`src/rtl/intc_pkg.sv`:
```
package intc_pkg;
  // Word indices of the register map (byte offset = 4 * index)
  localparam int IDX_RAW     = 0;
  localparam int IDX_MASKED  = 1;
  localparam int IDX_ENSET   = 2;
  localparam int IDX_ENCLR   = 3;
  localparam int IDX_FASTSET = 4;
  localparam int IDX_FASTCLR = 5;
  localparam int IDX_PAUSE   = 6;
  localparam int IDX_ID      = 7;
  localparam int IDX_RSTSET  = 8;
  localparam int IDX_RSTCLR  = 9;
  localparam int IDX_REMAP   = 10;

  localparam int DATA_W = 32;

  typedef struct packed {
    logic setEn;
    logic clrEn;
    logic setFast;
    logic clrFast;
    logic enterPause;
    logic setRst;
    logic clrRst;
    logic clrRemap;
    logic rdStrobe;
  } ctrlStrobes_t;
endpackage

```
`src/rtl/intc_decode.sv`:
```
module intc_decode
  import intc_pkg::*;
#(
  parameter int ADDR_W = 8
) (
  input  logic              busSel,
  input  logic              busWr,
  input  logic [ADDR_W-1:0] busAddr,
  output ctrlStrobes_t      strobes
);
  localparam int WORD_W = ADDR_W - 2;

  logic [WORD_W-1:0] wordIdx;
  logic              aligned;
  logic              wrHit;

  assign wordIdx = busAddr[ADDR_W-1:2];
  assign aligned = (busAddr[1:0] == 2'b00);
  assign wrHit   = busSel && busWr && aligned;

  always_comb begin
    strobes            = '0;
    strobes.rdStrobe   = busSel && !busWr;
    strobes.setEn      = wrHit && (wordIdx == WORD_W'(IDX_ENSET));
    strobes.clrEn      = wrHit && (wordIdx == WORD_W'(IDX_ENCLR));
    strobes.setFast    = wrHit && (wordIdx == WORD_W'(IDX_FASTSET));
    strobes.clrFast    = wrHit && (wordIdx == WORD_W'(IDX_FASTCLR));
    strobes.enterPause = wrHit && (wordIdx == WORD_W'(IDX_PAUSE));
    strobes.setRst     = wrHit && (wordIdx == WORD_W'(IDX_RSTSET));
    strobes.clrRst     = wrHit && (wordIdx == WORD_W'(IDX_RSTCLR));
    strobes.clrRemap   = wrHit && (wordIdx == WORD_W'(IDX_REMAP));
  end
endmodule

```
`src/rtl/intc_datapath.sv`:
```
module intc_datapath
  import intc_pkg::*;
#(
  parameter int          NUM_SRC  = 32,
  parameter int          ADDR_W   = 8,
  parameter int          RST_W    = 8,
  parameter logic [31:0] ID_VALUE = 32'h1A7C_0301
) (
  input  logic               clk,
  input  logic               rstN,
  input  ctrlStrobes_t       strobes,
  input  logic [ADDR_W-1:0]  busAddr,
  input  logic [DATA_W-1:0]  busWdata,
  output logic [DATA_W-1:0]  busRdata,
  input  logic [NUM_SRC-1:0] srcIn,
  input  logic               fastSrc,
  output logic               irq,
  output logic               fiq,
  output logic               clkEn,
  output logic               remapActive,
  output logic [NUM_SRC-1:0] enMask
);
  localparam int         WORD_W  = ADDR_W - 2;
  localparam logic [RST_W-1:0] RST_POR = RST_W'(1);

  logic [NUM_SRC-1:0] rawQ;
  logic [NUM_SRC-1:0] enQ;
  logic               fastQ, fastEnQ, pausedQ, remapQ;
  logic [RST_W-1:0]   rstQ;
  logic [DATA_W-1:0]  rdataQ, rdNext;
  logic               maskedAny, fastAct, wake;

  // Level sampling of all sources
  always_ff @(posedge clk or negedge rstN) begin
    if (!rstN) begin
      rawQ  <= '0;
      fastQ <= 1'b0;
    end else begin
      rawQ  <= srcIn;
      fastQ <= fastSrc;
    end
  end

  // Per-source enable bits, write-one-to-set / write-one-to-clear
  for (genvar i = 0; i < NUM_SRC; i++) begin : g_en
    always_ff @(posedge clk or negedge rstN) begin
      if (!rstN)
        enQ[i] <= 1'b0;
      else if (strobes.setEn && busWdata[i])
        enQ[i] <= 1'b1;
      else if (strobes.clrEn && busWdata[i])
        enQ[i] <= 1'b0;
    end
  end

  assign maskedAny = |(rawQ & enQ);
  assign fastAct   = fastQ & fastEnQ;
  assign wake      = maskedAny | fastAct;

  // Fast enable, pause, reset status, remap
  always_ff @(posedge clk or negedge rstN) begin
    if (!rstN) begin
      fastEnQ <= 1'b0;
      pausedQ <= 1'b0;
      rstQ    <= RST_POR;
      remapQ  <= 1'b1;
    end else begin
      if (strobes.setFast && busWdata[0])      fastEnQ <= 1'b1;
      else if (strobes.clrFast && busWdata[0]) fastEnQ <= 1'b0;

      if (wake)                    pausedQ <= 1'b0;
      else if (strobes.enterPause) pausedQ <= 1'b1;

      if (strobes.setRst)      rstQ <= rstQ | busWdata[RST_W-1:0];
      else if (strobes.clrRst) rstQ <= rstQ & ~busWdata[RST_W-1:0];

      if (strobes.clrRemap) remapQ <= 1'b0;
    end
  end

  // Read mux
  always_comb begin
    rdNext = '0;
    unique case (busAddr[ADDR_W-1:2])
      WORD_W'(IDX_RAW):     rdNext[NUM_SRC-1:0] = rawQ;
      WORD_W'(IDX_MASKED):  rdNext[NUM_SRC-1:0] = rawQ & enQ;
      WORD_W'(IDX_ENSET):   rdNext[NUM_SRC-1:0] = enQ;
      WORD_W'(IDX_FASTSET): rdNext[2:0] = {fastAct, fastEnQ, fastQ};
      WORD_W'(IDX_PAUSE):   rdNext[0] = pausedQ;
      WORD_W'(IDX_ID):      rdNext = ID_VALUE;
      WORD_W'(IDX_RSTSET):  rdNext[RST_W-1:0] = rstQ;
      default:              rdNext = '0;
    endcase
    if (busAddr[1:0] != 2'b00) rdNext = '0;
  end

  always_ff @(posedge clk or negedge rstN) begin
    if (!rstN)                 rdataQ <= '0;
    else if (strobes.rdStrobe) rdataQ <= rdNext;
  end

  assign busRdata    = rdataQ;
  assign irq         = maskedAny;
  assign fiq         = fastAct;
  assign clkEn       = !pausedQ;
  assign remapActive = remapQ;
  assign enMask      = enQ;
endmodule

```
`src/rtl/intr_pause_ctrl.sv`:
```
module intr_pause_ctrl
  import intc_pkg::*;
#(
  parameter int          NUM_SRC  = 32,
  parameter int          ADDR_W   = 8,
  parameter int          RST_W    = 8,
  parameter logic [31:0] ID_VALUE = 32'h1A7C_0301
) (
  input  logic               clk,
  input  logic               rstN,
  input  logic               busSel,
  input  logic               busWr,
  input  logic [ADDR_W-1:0]  busAddr,
  input  logic [31:0]        busWdata,
  output logic [31:0]        busRdata,
  input  logic [NUM_SRC-1:0] srcIn,
  input  logic               fastSrc,
  output logic               irq,
  output logic               fiq,
  output logic               clkEn,
  output logic               remapActive
);
  ctrlStrobes_t       strobes;
  logic [NUM_SRC-1:0] enMask;

  intc_decode #(.ADDR_W(ADDR_W)) u_decode (
    .busSel (busSel),
    .busWr  (busWr),
    .busAddr(busAddr),
    .strobes(strobes)
  );

  intc_datapath #(
    .NUM_SRC(NUM_SRC), .ADDR_W(ADDR_W), .RST_W(RST_W), .ID_VALUE(ID_VALUE)
  ) u_dp (
    .clk        (clk),
    .rstN       (rstN),
    .strobes    (strobes),
    .busAddr    (busAddr),
    .busWdata   (busWdata),
    .busRdata   (busRdata),
    .srcIn      (srcIn),
    .fastSrc    (fastSrc),
    .irq        (irq),
    .fiq        (fiq),
    .clkEn      (clkEn),
    .remapActive(remapActive),
    .enMask     (enMask)
  );
endmodule

```
`config.mk`:
```
export PLATFORM = sky130hd
export DESIGN_NAME = intr_pause_ctrl
export DESIGN_NICKNAME = d
export VERILOG_FILES = /design/src/rtl/intc_pkg.sv /design/src/rtl/intc_decode.sv /design/src/rtl/intc_datapath.sv /design/src/rtl/intr_pause_ctrl.sv
export SDC_FILE = /design/constraint.sdc
export NUM_CORES = 1
export LEC_CHECK = 0
export BUFFER_PORTS_ARGS = -buffer_cell sky130_fd_sc_hd__buf_2
export CAP_MARGIN = 20
export CORE_ASPECT_RATIO = 0.9
export CORE_MARGIN = 3
export CORE_UTILIZATION = 38
export CTS_BUF_LIST = sky130_fd_sc_hd__clkbuf_16
export CTS_CLUSTER_DIAMETER = 30
export DETAILED_ROUTE_END_ITERATION = 8
export PLACE_DENSITY = 0.63
export SYNTH_ARGS = -nofsm -noshare
export SYNTH_HDL_FRONTEND = slang
export SYNTH_SLANG_ARGS = --single-unit
export TNS_END_PERCENT = 5
```
`constraint.sdc`:
```
create_clock -name clk -period 1.4 [get_ports clk]
set_input_delay 0.07 -clock clk [delete_from_list [all_inputs] [get_ports clk]]
set_output_delay 0.07 -clock clk [all_outputs]
set_load 0.05 [all_outputs]
```
Word level (Yosys, flattened, before mapping)
Cells that the tools add are included.
- equality and inequality tests: 10
- multiplexer cells: 75
- bitwise operators: 6
- reductions and logical operators: 118
- operator list (cell ; number):
    case mux 24 bit (4 select lines) ; 1
    logical AND 1 bit ; 77
    nonzero test 2 bit ; 36
    two-way mux 1 bit ; 68
    AND 32 bit ; 1
    two-way mux 32 bit ; 1
    OR reduction 32 bit ; 1
    equality test 6 x 3 -> 1 bit, second input constant ; 4
    case mux 5 bit (4 select lines) ; 1
    equality test 6 x 4 -> 1 bit, second input constant ; 3
    two-way mux 8 bit ; 2
    equality test 6 x 2 -> 1 bit, second input constant ; 2
    case mux 2 bit (5 select lines) ; 1
    AND 8 bit ; 1
    inverter 8 bit ; 1
    bitwise OR 8 bit ; 1
    case mux 1 bit (7 select lines) ; 1
    equality test 6 x 1 -> 1 bit, second input constant ; 1
    logical NOT 6 bit ; 1
    logical NOT 1 bit ; 2
    logical NOT 2 bit ; 1
    AND 1 bit ; 1
    bitwise OR 1 bit ; 1
- register bits: 108
- input port bits: 77
- output and inout bits: 36
- logic and storage cells: 248

Depth between registers and ports, before layout
- word-level depth: 6
- mapped depth: 7
- gate-level depth less buffers: 4

By module
From an unflattened synthesis, not the netlist that was laid out.
- cells, all modules: 434
- area, all modules: 4908.5 um^2
- modules (own cells, without submodules) (module ; instances ; cells an instance ; area an instance (um^2) ; seq. area each (um^2)):
    intc_datapath ; 1 ; 416 ; 4777.1 ; 2705.1
    intc_decode ; 1 ; 18 ; 131.4 ; 0.0

Worst setup path after synthesis
Ideal clock, no wire load.
- path kind: input -> register
- start point: in busAddr[5]
- end point: reg u_dp.enQ[13] (netlist: u_dp.enMask[13])
- setup time: 0.121 ns
- data arrival time: 1.375 ns
- data required time: 1.279 ns
- slack: -0.096 ns
- stages on the path: 6
- path buffers: 2
- cells stage by stage: or4_4 buf_6 nor3_4 buf_6 nand2_1 a22o_1
- cells in the longest elaborated chain, start to end: 4
- elaborated cells between the ends (all ways): 8
- classes of those cells: eq/ne (2); mux (1); reduce/logical (5)
- RTL lines (item ; line ; RTL):
    start: declaration ; intr_pause_ctrl.sv:13 ; input logic [ADDR_W-1:0] busAddr,
    equality test 6 x 2 -> 1 bit, on equally long branches ; intc_decode.sv:24, intc_decode.sv:25 ;
    logical AND 1 bit, on equally long branches ; intc_decode.sv:24, intc_decode.sv:25 ;
    logical AND 1 bit, on equally long branches ; intc_datapath.sv:49, intc_datapath.sv:51 ;
    two-way mux 1 bit or nonzero test 2 bit (tied branches) ; -- ;
    end signal: indexed assignment ; intc_datapath.sv:48 ; enQ[i] <= 1'b0;
    end signal: indexed assignment ; intc_datapath.sv:50 ; enQ[i] <= 1'b1;
    end signal: indexed assignment ; intc_datapath.sv:52 ; enQ[i] <= 1'b0;
    end: declaration ; intc_datapath.sv:27 ; logic [NUM_SRC-1:0] enQ;
Parallel ways exist; a longest one is shown, timed or not.
A chain may end at the register's enable or synchronous reset.

Final worst setup path
- start point: reg u_dp.rawQ[22]
- end point: out irq
- cells in the longest elaborated chain, start to end: 2
- RTL lines (item ; line ; RTL):
    start: declaration ; intc_datapath.sv:26 ; logic [NUM_SRC-1:0] rawQ;
    start signal: assignment ; intc_datapath.sv:39 ; rawQ <= srcIn;
    AND 32 bit ; intc_datapath.sv:56 ; assign maskedAny = |(rawQ & enQ);
    OR reduction 32 bit ; intc_datapath.sv:56 ;
    end: declaration ; intr_pause_ctrl.sv:18 ; output logic irq,
Every way passes these cells.

==> qor.json <==
{
  "grt_start_max_net_pins": {"value": 49},
  "postCtsSetupRepairBufs": {"value": 0},
  "final_worst_path_cycle_share": {"value": 128, "unit": "%"},
  "start_util": {"value": 39.2, "unit": "%"},
  "global_route_overflow": {"value": 0},
  "asyncSetResetFlopFracSynth": {"value": 100, "unit": "%"},
  "whs": {"value": 0.0162, "unit": "ns"},
  "ctsLongestPathBuffers": {"value": 2},
  "final.setup.worst_slack": {"value": -0.394, "unit": "ns"},
  "floorplan.die.height": {"value": 112, "unit": "um"},
  "num-fill-cells": {"value": 1055},
  "cp_max_fo": {"value": 2},
  "grt_setup_unrepaired": {"value": "true"},
  "h-tree-depth": {"value": 3},
  "ys_seq_area_share": {"value": 56.7, "unit": "%"},
  "first_pass_grt_wire_length": {"value": 23400, "unit": "um"},
  "critPathSlowestCell": {"value": "sky130_fd_sc_hd__dfrtp_1"},
  "synth_cell_type_count": {"value": 50},
  "period_minus_slack": {"value": 1.79, "unit": "ns"},
  "max_stage_delay": {"value": 0.39, "unit": "ns"},
  "critical-path-top-delay-family": {"value": "simple AND/OR/NAND/NOR gates"},
  "synth_compound_area_share": {"value": 24.4, "unit": "%"},
  "synth_warnings": {"value": 0},
  "via_count_of_the_first_global_routing_pass": {"value": 4587},
  "netlist_area": {"value": 4770, "unit": "um^2"},
  "netlist.area_leader.share": {"value": 55.6, "unit": "%"},
  "cp_data_required_time": {"value": 1.33, "unit": "ns"},
  "power.ir.vdd_worst": {"value": 0.672, "unit": "mV"},
  "yosys-mux-area-fraction": {"value": 0.891, "unit": "%"},
  "finish.net_count": {"value": 744},
  "die-area": {"value": 13900, "unit": "um^2"},
  "crit_chain": {"value": "a22oi_1, nand2_1, nor3_2, buf_4, nand2_2, buf_6"},
  "maxClockFrequency": {"value": 558, "unit": "MHz"},
  "antenna_found_initial": {"value": 0},
  "criticalPathCategory": {"value": "flip-flop to primary output"},
  "yosysMostFrequentCell": {"value": "sky130_fd_sc_hd__dfrtp_1"},
  "syn_to_final_growth": {"value": 46.0, "unit": "%"},
  "postSynthRegisterBits": {"value": 108},
  "grt.total_usage": {"value": 21.5, "unit": "%"},
  "synth_top_family_by_area": {"value": "compound AO/OA/AOI/OAI gates"},
  "synth_area_leaders": {"value": "sky130_fd_sc_hd__dfrtp_1 56%, sky130_fd_sc_hd__a22o_1 7.2%, sky130_fd_sc_hd__nand2_1 6.1%"},
  "final_layout_size_suffix_gt1_share": {"value": 32.3, "unit": "%"},
  "p_total": {"value": 6.55, "unit": "mW"},
  "synthesis.area_per_instance": {"value": 11.0, "unit": "um^2"},
  "drt_iter0_drc": {"value": 292},
  "synth-adder-area-share": {"value": 0.420, "unit": "%"},
  "avgRoutedWirePerCell": {"value": 17.5, "unit": "um"},
  "drc": {"value": 0},
  "slew_violations": {"value": 0},
  "use_met1": {"value": 29.0, "unit": "%"},
  "hpwl": {"value": 10200, "unit": "um"},
  "clock_tree.root_cell": {"value": "sky130_fd_sc_hd__clkbuf_16"},
  "path_buf_inv": {"value": 2},
  "cp.arrival": {"value": 1.72, "unit": "ns"},
  "cts.clk_slew.worst_paths": {"value": 0.07, "unit": "ns"},
  "dpl_cell_area": {"value": 6010, "unit": "um^2"},
  "cellLeakagePower": {"value": 3.24, "unit": "nW"},
  "io_pins": {"value": 113},
  "cts_tree": {"value": "done"},
  "hold_violations": {"value": 0},
  "first_pass_iters": {"value": 5},
  "cts-buffers-inserted": {"value": 9},
  "gpl.final_weighted_congestion": {"value": 0.832},
  "timing.setup.tns": {"value": -0.405, "unit": "ns"},
  "final_area": {"value": 6970, "unit": "um^2"},
  "postSynthNetCount": {"value": 512},
  "synth_area_in_xor_xnor": {"value": 0, "unit": "%"},
  "placement.io_buffers": {"value": 112},
  "start_kind": {"value": "flip-flop"},
  "syn_inst": {"value": 435},
  "synthDominantAreaCellType": {"value": "sky130_fd_sc_hd__dfrtp_1"},
  "core_area": {"value": 12200, "unit": "um^2"},
  "timing.final.setup_violations": {"value": 2},
  "clock-sinks": {"value": 108},
  "fp.dieW": {"value": 124, "unit": "um"},
  "power_density": {"value": 940, "unit": "nW/um^2"},
  "drv_cap": {"value": 0},
  "place_worst_setup_slack": {"value": -0.296, "unit": "ns"},
  "grt_util_met3": {"value": 5.04, "unit": "%"},
  "synthSimpleGateAreaFrac": {"value": 14.1, "unit": "%"},
  "dominantRegCellSynth": {"value": "sky130_fd_sc_hd__dfrtp_1"},
  "yosys-top-cells-count": {"value": "106 x sky130_fd_sc_hd__dfrtp_1, 78 x sky130_fd_sc_hd__nand2_1, 42 x sky130_fd_sc_hd__o21ai_0"},
  "holdCritPathClass": {"value": "input pin to flip-flop"},
  "antenna_violating_nets_post_route": {"value": 0},
  "routed_wirelength": {"value": 14500, "unit": "um"},
  "gr-max-usage-layer": {"value": "met2"},
  "vias_per_cell": {"value": 5.35},
  "global_route.usage.met2": {"value": 34.8, "unit": "%"},
  "antenna_cell_count": {"value": 0},
  "outcome": {"value": "finished with violations"},
  "route.vias.total": {"value": 4450},
  "rows": {"value": 38},
  "synth-edff-count": {"value": 0},
  "worstMarginPinSlew": {"value": 0.422, "unit": "ns"},
  "clock_skew": {"value": 0.00726, "unit": "ns"},
  "slew_headroom": {"value": 71.9, "unit": "%"},
  "timing.critical_path.to_type": {"value": "primary output"},
  "clkLatencyLatePin": {"value": 0.35, "unit": "ns"},
  "failing_checks": {"value": "negative setup slack"}
}
-- routing by layer --
| layer | vias to the layer above | wire length [um] |
|---|---|---|
| met3 | 26 | 1020 |
| met1 | 2155 | 6350 |
| met5 | - | 0 |
| met4 | 0 | 265 |
| met2 | 179 | 6870 |
| li1 | 2090 | - |
-- flip-flops by register name, summed over array words and instances, names as in the netlist, named ones only --
register          cells
u_dp.busRdata        32
u_dp.fastEnQ          1
u_dp.fastQ            1
u_dp.remapActive      1
u_dp.pausedQ          1
u_dp.rawQ            32
u_dp.enMask          32
-- power breakdown --
group,leakage (nW),switching (mW),internal [mW]
Combinational,1.69,0.407,0.428
Sequential,1.42,0.0595,3.20
Clock,0.130,1.09,1.36
Total,3.24,1.56,4.99
-- placed cells by master, fill, tap and decap left out, types with 3 or more instances in the layout --
cell type                       instances
sky130_fd_sc_hd__nor3_1                 4
sky130_fd_sc_hd__a22oi_1               16
sky130_fd_sc_hd__nand2b_1               5
sky130_fd_sc_hd__inv_1                  5
sky130_fd_sc_hd__clkinv_1               3
sky130_fd_sc_hd__nand4_1                3
sky130_fd_sc_hd__a221o_1               10
sky130_fd_sc_hd__o21ai_0               42
sky130_fd_sc_hd__a2bb2oi_1             12
sky130_fd_sc_hd__and3_1                 3
sky130_fd_sc_hd__buf_2                110
sky130_fd_sc_hd__nor3_2                 3
sky130_fd_sc_hd__nand2_1               77
sky130_fd_sc_hd__clkbuf_16              9
sky130_fd_sc_hd__buf_12                 6
sky130_fd_sc_hd__dfrtp_1              106
sky130_fd_sc_hd__o21a_1                 5
sky130_fd_sc_hd__a222oi_1               5
sky130_fd_sc_hd__a22oi_2                3
sky130_fd_sc_hd__buf_4                 68
sky130_fd_sc_hd__o21ai_1               16
sky130_fd_sc_hd__a22o_1                39
sky130_fd_sc_hd__nor2_1                 6
sky130_fd_sc_hd__nor4_1                 4
sky130_fd_sc_hd__dlygate4sd3_1         64
sky130_fd_sc_hd__nor3_4                 3
-- area by class of cell --
type | count | area, um^2 | area share, %
Sequential cell | 108 | 2710 | 38.8
Tap cell | 160 | 200 | 2.87
Clock buffer | 9 | 225 | 3.23
Clock inverter | 6 | 56.3 | 0.808
Inverter | 5 | 18.8 | 0.269
Timing Repair Buffer | 249 | 1830 | 26.3
Multi-Input combinational cell | 294 | 1930 | 27.7
-- through the flow --
stage	util, %	instances
CTS	57.2	831
floorplan	-	435
global placement	49.4	752
detailed placement	49.4	752
global route	57.2	831
finish	57.2	831
-- kinds of logic after synthesis --
kind of cell	Yosys count
AO/OA/AOI/OAI	161
AND/OR/NAND/NOR	127
flip-flops	108
buffers and inverters	33
multiplexers	4
adder cells (fa/ha/maj)	2
-- worst paths after layout --
kind | slack, ns | startpoint | endpoint | depth (start not counted)
max | -0.39 | u_dp.rawQ[22] | irq | 6
max reg2reg | -0.01 | u_dp.rawQ[22] | u_dp.pausedQ | 5
min reg2reg | 0.46 | u_dp.remapActive | u_dp.remapActive | 1
max in group asynchronous | 0.66 | rstN | u_dp.remapActive | 3
min in group asynchronous | 0.17 | rstN | u_dp.rawQ[26] | 2
min | 0.02 | busWdata[4] | flip-flop | 2
-- timing repair --
action	CTS	global route
hold buffers	64	0
hold endpoints to repair	173	0
endpoints found under the setup margin	2	3
pin swaps	2	0
resized for setup	6	1
gates cloned	0	0
Power figures use the tool's default switching activity.
